--- config.mk ---
export PLATFORM = sky130hd
export DESIGN_NAME = capcmp_channel
export DESIGN_NICKNAME = d
export VERILOG_FILES = /design/src/rtl/capcmp_pkg.sv /design/src/rtl/capcmp_datapath.sv /design/src/rtl/capcmp_control.sv /design/src/rtl/capcmp_channel.sv
export SDC_FILE = /design/constraint.sdc
export NUM_CORES = 1
export LEC_CHECK = 0
export BUFFER_PORTS_ARGS = -buffer_cell sky130_fd_sc_hd__buf_2
export CAP_MARGIN = 20
export CORE_ASPECT_RATIO = 0.5
export CORE_MARGIN = 1.5
export CORE_UTILIZATION = 56
export CTS_CLUSTER_DIAMETER = 30
export DETAILED_ROUTE_END_ITERATION = 7
export GPL_TIMING_DRIVEN = 1
export PLACE_DENSITY_LB_ADDON = 0.05
export SLEW_MARGIN = 20
export SYNTH_ARGS = -nofsm -noshare
export SYNTH_HDL_FRONTEND = slang
export SYNTH_SLANG_ARGS = --single-unit
--- constraint.sdc ---
create_clock -name clk -period 4.3 [get_ports clk]
set_clock_uncertainty 0.2 [all_clocks]
set_input_delay 0.86 -clock clk [delete_from_list [all_inputs] [get_ports clk]]
set_output_delay 0.86 -clock clk [all_outputs]
set_load 0.02 [all_outputs]
--- src/rtl/capcmp_pkg.sv ---
package capcmp_pkg;

  localparam int GR_COUNT = 2;
  localparam int FIELD_W  = 4;
  localparam int CFG_W    = GR_COUNT * FIELD_W;

  // one control field per general register
  typedef struct packed {
    logic       isCap;   // 1: input capture, 0: output compare
    logic       auxBit;  // compare: initial level; capture: neighbour source
    logic [1:0] sel;     // compare: pin action; capture: edge choice
  } ioField_t;

  // strobes sent from control to datapath
  typedef struct packed {
    logic [GR_COUNT-1:0] capLoad;
    logic [GR_COUNT-1:0] swLoad;
  } dpStrobe_t;

  function automatic logic drivesPin(input ioField_t f);
    return !f.isCap && (f.sel != 2'b00);
  endfunction

  function automatic logic captureHit(input ioField_t f, input logic rise,
                                      input logic fall, input logic nbr);
    logic hit;
    if (!f.isCap)      hit = 1'b0;
    else if (f.auxBit) hit = nbr;
    else begin
      case (f.sel)
        2'b00:   hit = rise;
        2'b01:   hit = fall;
        default: hit = rise | fall;
      endcase
    end
    return hit;
  endfunction

endpackage

--- src/rtl/capcmp_datapath.sv ---
module capcmp_datapath
  import capcmp_pkg::*;
#(
  parameter int CNT_W = 16
) (
  input  logic                               clk,
  input  logic                               rstN,
  input  logic                               cntEn,
  input  dpStrobe_t                          strobe,
  input  logic [CNT_W-1:0]                   grWdata,
  input  logic [GR_COUNT-1:0]                pinIn,
  output logic [CNT_W-1:0]                   cntVal,
  output logic [GR_COUNT-1:0][CNT_W-1:0]     grVal,
  output logic [GR_COUNT-1:0]                matchHit,
  output logic [GR_COUNT-1:0]                riseSeen,
  output logic [GR_COUNT-1:0]                fallSeen
);

  localparam int SYNC_LEN = 3;  // two sync stages plus one history stage

  logic [CNT_W-1:0] cntQ;

  always_ff @(posedge clk or negedge rstN) begin
    if (!rstN)      cntQ <= '0;
    else if (cntEn) cntQ <= cntQ + 1'b1;
  end

  assign cntVal = cntQ;

  for (genvar g = 0; g < GR_COUNT; g++) begin : g_reg
    logic [SYNC_LEN-1:0] syncQ;
    logic [CNT_W-1:0]    grQ;
    logic                eqPrev;
    logic                eqNow;

    always_ff @(posedge clk or negedge rstN) begin
      if (!rstN) syncQ <= '0;
      else       syncQ <= {syncQ[SYNC_LEN-2:0], pinIn[g]};
    end

    assign riseSeen[g] = syncQ[SYNC_LEN-2] & ~syncQ[SYNC_LEN-1];
    assign fallSeen[g] = ~syncQ[SYNC_LEN-2] & syncQ[SYNC_LEN-1];

    assign eqNow = (cntQ == grQ);

    always_ff @(posedge clk or negedge rstN) begin
      if (!rstN) eqPrev <= 1'b1;  // equality present at reset is not an arrival
      else       eqPrev <= eqNow;
    end

    assign matchHit[g] = eqNow & ~eqPrev;

    always_ff @(posedge clk or negedge rstN) begin
      if (!rstN)                    grQ <= '0;
      else if (strobe.capLoad[g])   grQ <= cntQ;
      else if (strobe.swLoad[g])    grQ <= grWdata;
    end

    assign grVal[g] = grQ;
  end

endmodule

--- src/rtl/capcmp_control.sv ---
module capcmp_control
  import capcmp_pkg::*;
(
  input  logic                clk,
  input  logic                rstN,
  input  logic                cfgWe,
  input  logic [CFG_W-1:0]    cfgWdata,
  input  logic [GR_COUNT-1:0] grWe,
  input  logic [GR_COUNT-1:0] flagClr,
  input  logic [GR_COUNT-1:0] nbrEvt,
  input  logic [GR_COUNT-1:0] matchHit,
  input  logic [GR_COUNT-1:0] riseSeen,
  input  logic [GR_COUNT-1:0] fallSeen,
  output logic [CFG_W-1:0]    cfgQ,
  output dpStrobe_t           strobe,
  output logic [GR_COUNT-1:0] flagQ,
  output logic [GR_COUNT-1:0] pinLvl,
  output logic [GR_COUNT-1:0] pinOe
);

  logic [GR_COUNT-1:0] capV;
  logic [GR_COUNT-1:0] swV;

  always_ff @(posedge clk or negedge rstN) begin
    if (!rstN)      cfgQ <= '0;
    else if (cfgWe) cfgQ <= cfgWdata;
  end

  for (genvar g = 0; g < GR_COUNT; g++) begin : g_ctl
    ioField_t curF;
    ioField_t newF;
    logic     capHit;
    logic     cmpHit;

    assign curF   = ioField_t'(cfgQ[g*FIELD_W +: FIELD_W]);
    assign newF   = ioField_t'(cfgWdata[g*FIELD_W +: FIELD_W]);
    assign capHit = captureHit(curF, riseSeen[g], fallSeen[g], nbrEvt[g]);
    assign cmpHit = !curF.isCap && matchHit[g];

    // capture takes precedence over a software load
    assign capV[g] = capHit;
    assign swV[g]  = grWe[g] & ~capHit;

    always_ff @(posedge clk or negedge rstN) begin
      if (!rstN)                   flagQ[g] <= 1'b0;
      else if (capHit || cmpHit)   flagQ[g] <= 1'b1;
      else if (flagClr[g])         flagQ[g] <= 1'b0;
    end

    always_ff @(posedge clk or negedge rstN) begin
      if (!rstN) pinLvl[g] <= 1'b0;
      else if (cfgWe && drivesPin(newF)) pinLvl[g] <= newF.auxBit;
      else if (cmpHit) begin
        case (curF.sel)
          2'b01:   pinLvl[g] <= 1'b0;
          2'b10:   pinLvl[g] <= 1'b1;
          2'b11:   pinLvl[g] <= ~pinLvl[g];
          default: pinLvl[g] <= pinLvl[g];
        endcase
      end
    end

    assign pinOe[g] = drivesPin(curF);
  end

  assign strobe.capLoad = capV;
  assign strobe.swLoad  = swV;

endmodule

--- src/rtl/capcmp_channel.sv ---
module capcmp_channel
  import capcmp_pkg::*;
#(
  parameter int CNT_W = 16
) (
  input  logic             clk,
  input  logic             rstN,
  input  logic             cntEn,
  input  logic             cfgWe,
  input  logic [7:0]       cfgWdata,
  output logic [7:0]       cfgRdata,
  input  logic             grWeA,
  input  logic             grWeB,
  input  logic [CNT_W-1:0] grWdata,
  output logic [CNT_W-1:0] grValA,
  output logic [CNT_W-1:0] grValB,
  output logic [CNT_W-1:0] cntVal,
  input  logic             pinInA,
  input  logic             pinInB,
  input  logic             nbrEvtA,
  input  logic             nbrEvtC,
  output logic             pinOutA,
  output logic             pinOutB,
  output logic             pinOeA,
  output logic             pinOeB,
  input  logic [1:0]       flagClr,
  output logic [1:0]       flags
);

  dpStrobe_t                         strobe;
  logic [GR_COUNT-1:0][CNT_W-1:0]    grVal;
  logic [GR_COUNT-1:0]               matchHit;
  logic [GR_COUNT-1:0]               riseSeen;
  logic [GR_COUNT-1:0]               fallSeen;
  logic [GR_COUNT-1:0]               pinLvl;
  logic [GR_COUNT-1:0]               pinOe;

  capcmp_datapath #(.CNT_W(CNT_W)) dp_i (
    .clk      (clk),
    .rstN     (rstN),
    .cntEn    (cntEn),
    .strobe   (strobe),
    .grWdata  (grWdata),
    .pinIn    ({pinInB, pinInA}),
    .cntVal   (cntVal),
    .grVal    (grVal),
    .matchHit (matchHit),
    .riseSeen (riseSeen),
    .fallSeen (fallSeen)
  );

  capcmp_control ctl_i (
    .clk      (clk),
    .rstN     (rstN),
    .cfgWe    (cfgWe),
    .cfgWdata (cfgWdata),
    .grWe     ({grWeB, grWeA}),
    .flagClr  (flagClr),
    .nbrEvt   ({nbrEvtC, nbrEvtA}),
    .matchHit (matchHit),
    .riseSeen (riseSeen),
    .fallSeen (fallSeen),
    .cfgQ     (cfgRdata),
    .strobe   (strobe),
    .flagQ    (flags),
    .pinLvl   (pinLvl),
    .pinOe    (pinOe)
  );

  assign grValA  = grVal[0];
  assign grValB  = grVal[1];
  assign pinOutA = pinLvl[0];
  assign pinOutB = pinLvl[1];
  assign pinOeA  = pinOe[0];
  assign pinOeB  = pinOe[1];

endmodule

==> metrics.txt <==
status=finished clean; Worst-path clk slew=0.05 ns; # Post-CTS Setup Buffers=0; CP Max Fanout=4; Final Cycle Share=0.555; most common cell after layout, fill and taps aside=buf_2; Buf/Inv on CP=2; synth warn=0; CP Class=reg -> out; hold_sp=dp_i.g_reg[0].syncQ[0]; Worst Hold Path EP=dp_i.g_reg[0].syncQ[1]; synth-to-layout area growth=23.1%; Port Buffers=97; worst vdd ir=0.410 mV; Total GRT Usage=0.264; crit-path cells=inv_1 -> ha_1 -> nor2_1 -> buf_2; Initial Util=0.583; io pins=98; CP top delay family=flip-flops; Final HPWL DP=5900 um; Worst setup EP type=output pin; final wirelength=8260 um; share of the core filled with cells=0.717; Register-to-Register Path Depth=7; setup violators final=0; initial antenna violation count=0; Synth top area share=0.466; Pre-antenna DRT Iters=4; critical register-to-register path startpoint=ctl_i.cfgQ[5]; largest cells by area after synthesis=dfrtp_1, xnor2_1, mux2i_1, nor2_1, ha_1; Worst EP arrival=1.33 ns; clk buf depth=2; worst skew pair latency=0.34 ns; Design Power=2.44 mW; Mapped Area=0.00354 mm^2; Worst Setup Start Kind=flop; # DRC=0; Die Height=59.2 um; reg-to-reg endpoint=dp_i.g_reg[1].grQ[4]; CP max stage cell=dfrtp_1; Synth Net Count=392; final hold slack=0.149 ns; Die Wd=115 um; Pins Over Slew Limit=0; First DRT Iteration DRCs=164; Non-Filler Instances=520; die area=0.00684 mm^2; Synth Instances=343; commonest non-fill, non-tap cells in the layout=buf_2, dfrtp_1, nor2_1, xnor2_1, mux2i_1; Core Area=0.00608 mm^2; max-cap violations=0; routed vias/inst=5.31; RSZ-0062 raised after global routing=false; share of layout cells above drive strength 1=0.306; clk root buf=clkbuf_16; CTS tree=built; dominant cell type by area after synthesis=dfrtp_1; post-synthesis sequential area ratio=0.481; final net count=476; min Tclk post-route=2.39 ns; Hold Path Stages=0; Fin Setup TNS=0 ns; max_slew headroom=0.615; crit-path max cell delay=0.40 ns; Tightest Hold Check Type=reg -> reg; top_reg_cell synth=dfrtp_1; DRT antenna net count=0; H-tree depth=3; grt ovf=0; average instance area after synthesis=10.3 um^2; first-pass GRT wire length=13100 um; Inst Count DP=504; WP data required=3.24 ns; Resize count post-CTS=0; final hold vios=0; number of synthesized register bits=68; Hold-fix buffers, CTS=0; num rows=20; number of synthesized flops with an enable pin=0; Via Count=2759; vias in the first global route=2672; leakage dissipation=2.14 nW; Antenna Cells=0; DR WL/cell=15.9 um; Worst Tran Pin Value=0.577 ns; FMAX=419 MHz; cts bufs inserted=9; clock sink total=68; Synth async-reset ratio=1.00; gpl congestion=0.800; r2r setup slk=2.17 ns; unique cell type count in the Yosys netlist=33; Power Dens Cells=559 mW/mm^2; largest net degree at the start of global routing=46
[synth_stat cells (3+ instances only)]
cell type / number
a21oi_1: 32
buf_2: 5
buf_4: 5
clkbuf_1: 15
dfrtp_1: 66
ha_1: 13
inv_1: 12
mux2_2: 3
mux2i_1: 34
nand2_1: 16
nand3_1: 4
nand4_1: 11
nor2_1: 44
o21ai_0: 8
xnor2_1: 42
xor2_1: 5
[metal layers]
| metal | vias to the layer above | wire length (um) | global-route usage |
|---|---|---|---|
| li1 | 1326 | - | - |
| met1 | 1330 | 3850 | 0.340 |
| met2 | 90 | 3740 | 0.418 |
| met3 | 13 | 534 | 0.0941 |
| met4 | 0 | 132 | 0.0970 |
| met5 | - | 0 | 0 |
[report_power, final]
group / total, mW / internal [mW] / switching (mW)
logic: 0.707 / 0.299 / 0.408
registers: 0.945 / 0.764 / 0.181
clock network: 0.786 / 0.520 / 0.267
[cell type report]
class	count	area (um^2)
fill	476	1720
sequential	68	1700
multi-input combinational	236	1670
timing repair buffer	100	510
clock buffer	11	243
tap	88	110
clock inverter	5	75.1
inverter	12	45.0
[logic make-up (layout without fill, tap and decap cells)]
| kind of cell | after synthesis | in the layout | share of synthesized area |
|---|---|---|---|
| DFF | 68 | 68 | 0.481 |
| adders and majority gates | 13 | 13 | 0.0459 |
| and+or+nand+nor | 91 | 91 | 0.125 |
| buffers and inverters | 39 | 128 | 0.0505 |
| muxes | 37 | 37 | 0.106 |
| xor gates and xnor gates | 47 | 47 | 0.116 |
| AOI/OAI and AO/OA | 48 | 48 | 0.0756 |
[flip-flops by register name (all words and copies together), names as in the netlist]
name,count
dp_i.cntVal,16
dp_i.g.eqPrev,2
ctl_i.flagQ,2
dp_i.g.syncQ,6
ctl_i.pinLvl,2
ctl_i.cfgQ,8
dp_i.g.grQ,32
[stage by stage]
step | worst slack, ns | instance area [um^2]
after detailed placement | 2.04 | 4040
final | 1.91 | 4360
after CTS | 1.91 | 4360
after global placement | 2.10 | 4040
after floorplan | 2.13 | 3540
after global routing | 1.82 | 4360
[worst max path at each step]
stage | from | endpoint | slack (ns) | cells past startpoint
global route | ctl_i.cfgQ[4] | pinOeB | 1.82 | 4
detailed placement | rstN | dp_i.g_reg[0].eqPrev | 2.04 | 2
CTS | ctl_i.cfgQ[0] | pinOeA | 1.91 | 4
global placement | cntEn | dp_i.cntVal[13] | 2.10 | 5
finish | ctl_i.cfgQ[0] | pinOeA | 1.91 | 4
floorplan | ctl_i.cfgQ[0] | pinOeA | 2.13 | 3
[worst reg2reg max path: stages (launching register included)]
cell and delay (ns):
dfrtp_1 0.41, inv_1 0.09, ha_1 0.20, a221o_1 0.37
o221ai_2 0.18, buf_4 0.37, nor2_1 0.09, a21oi_1 0.14
No activity file was read; power rests on OpenSTA's default activity.
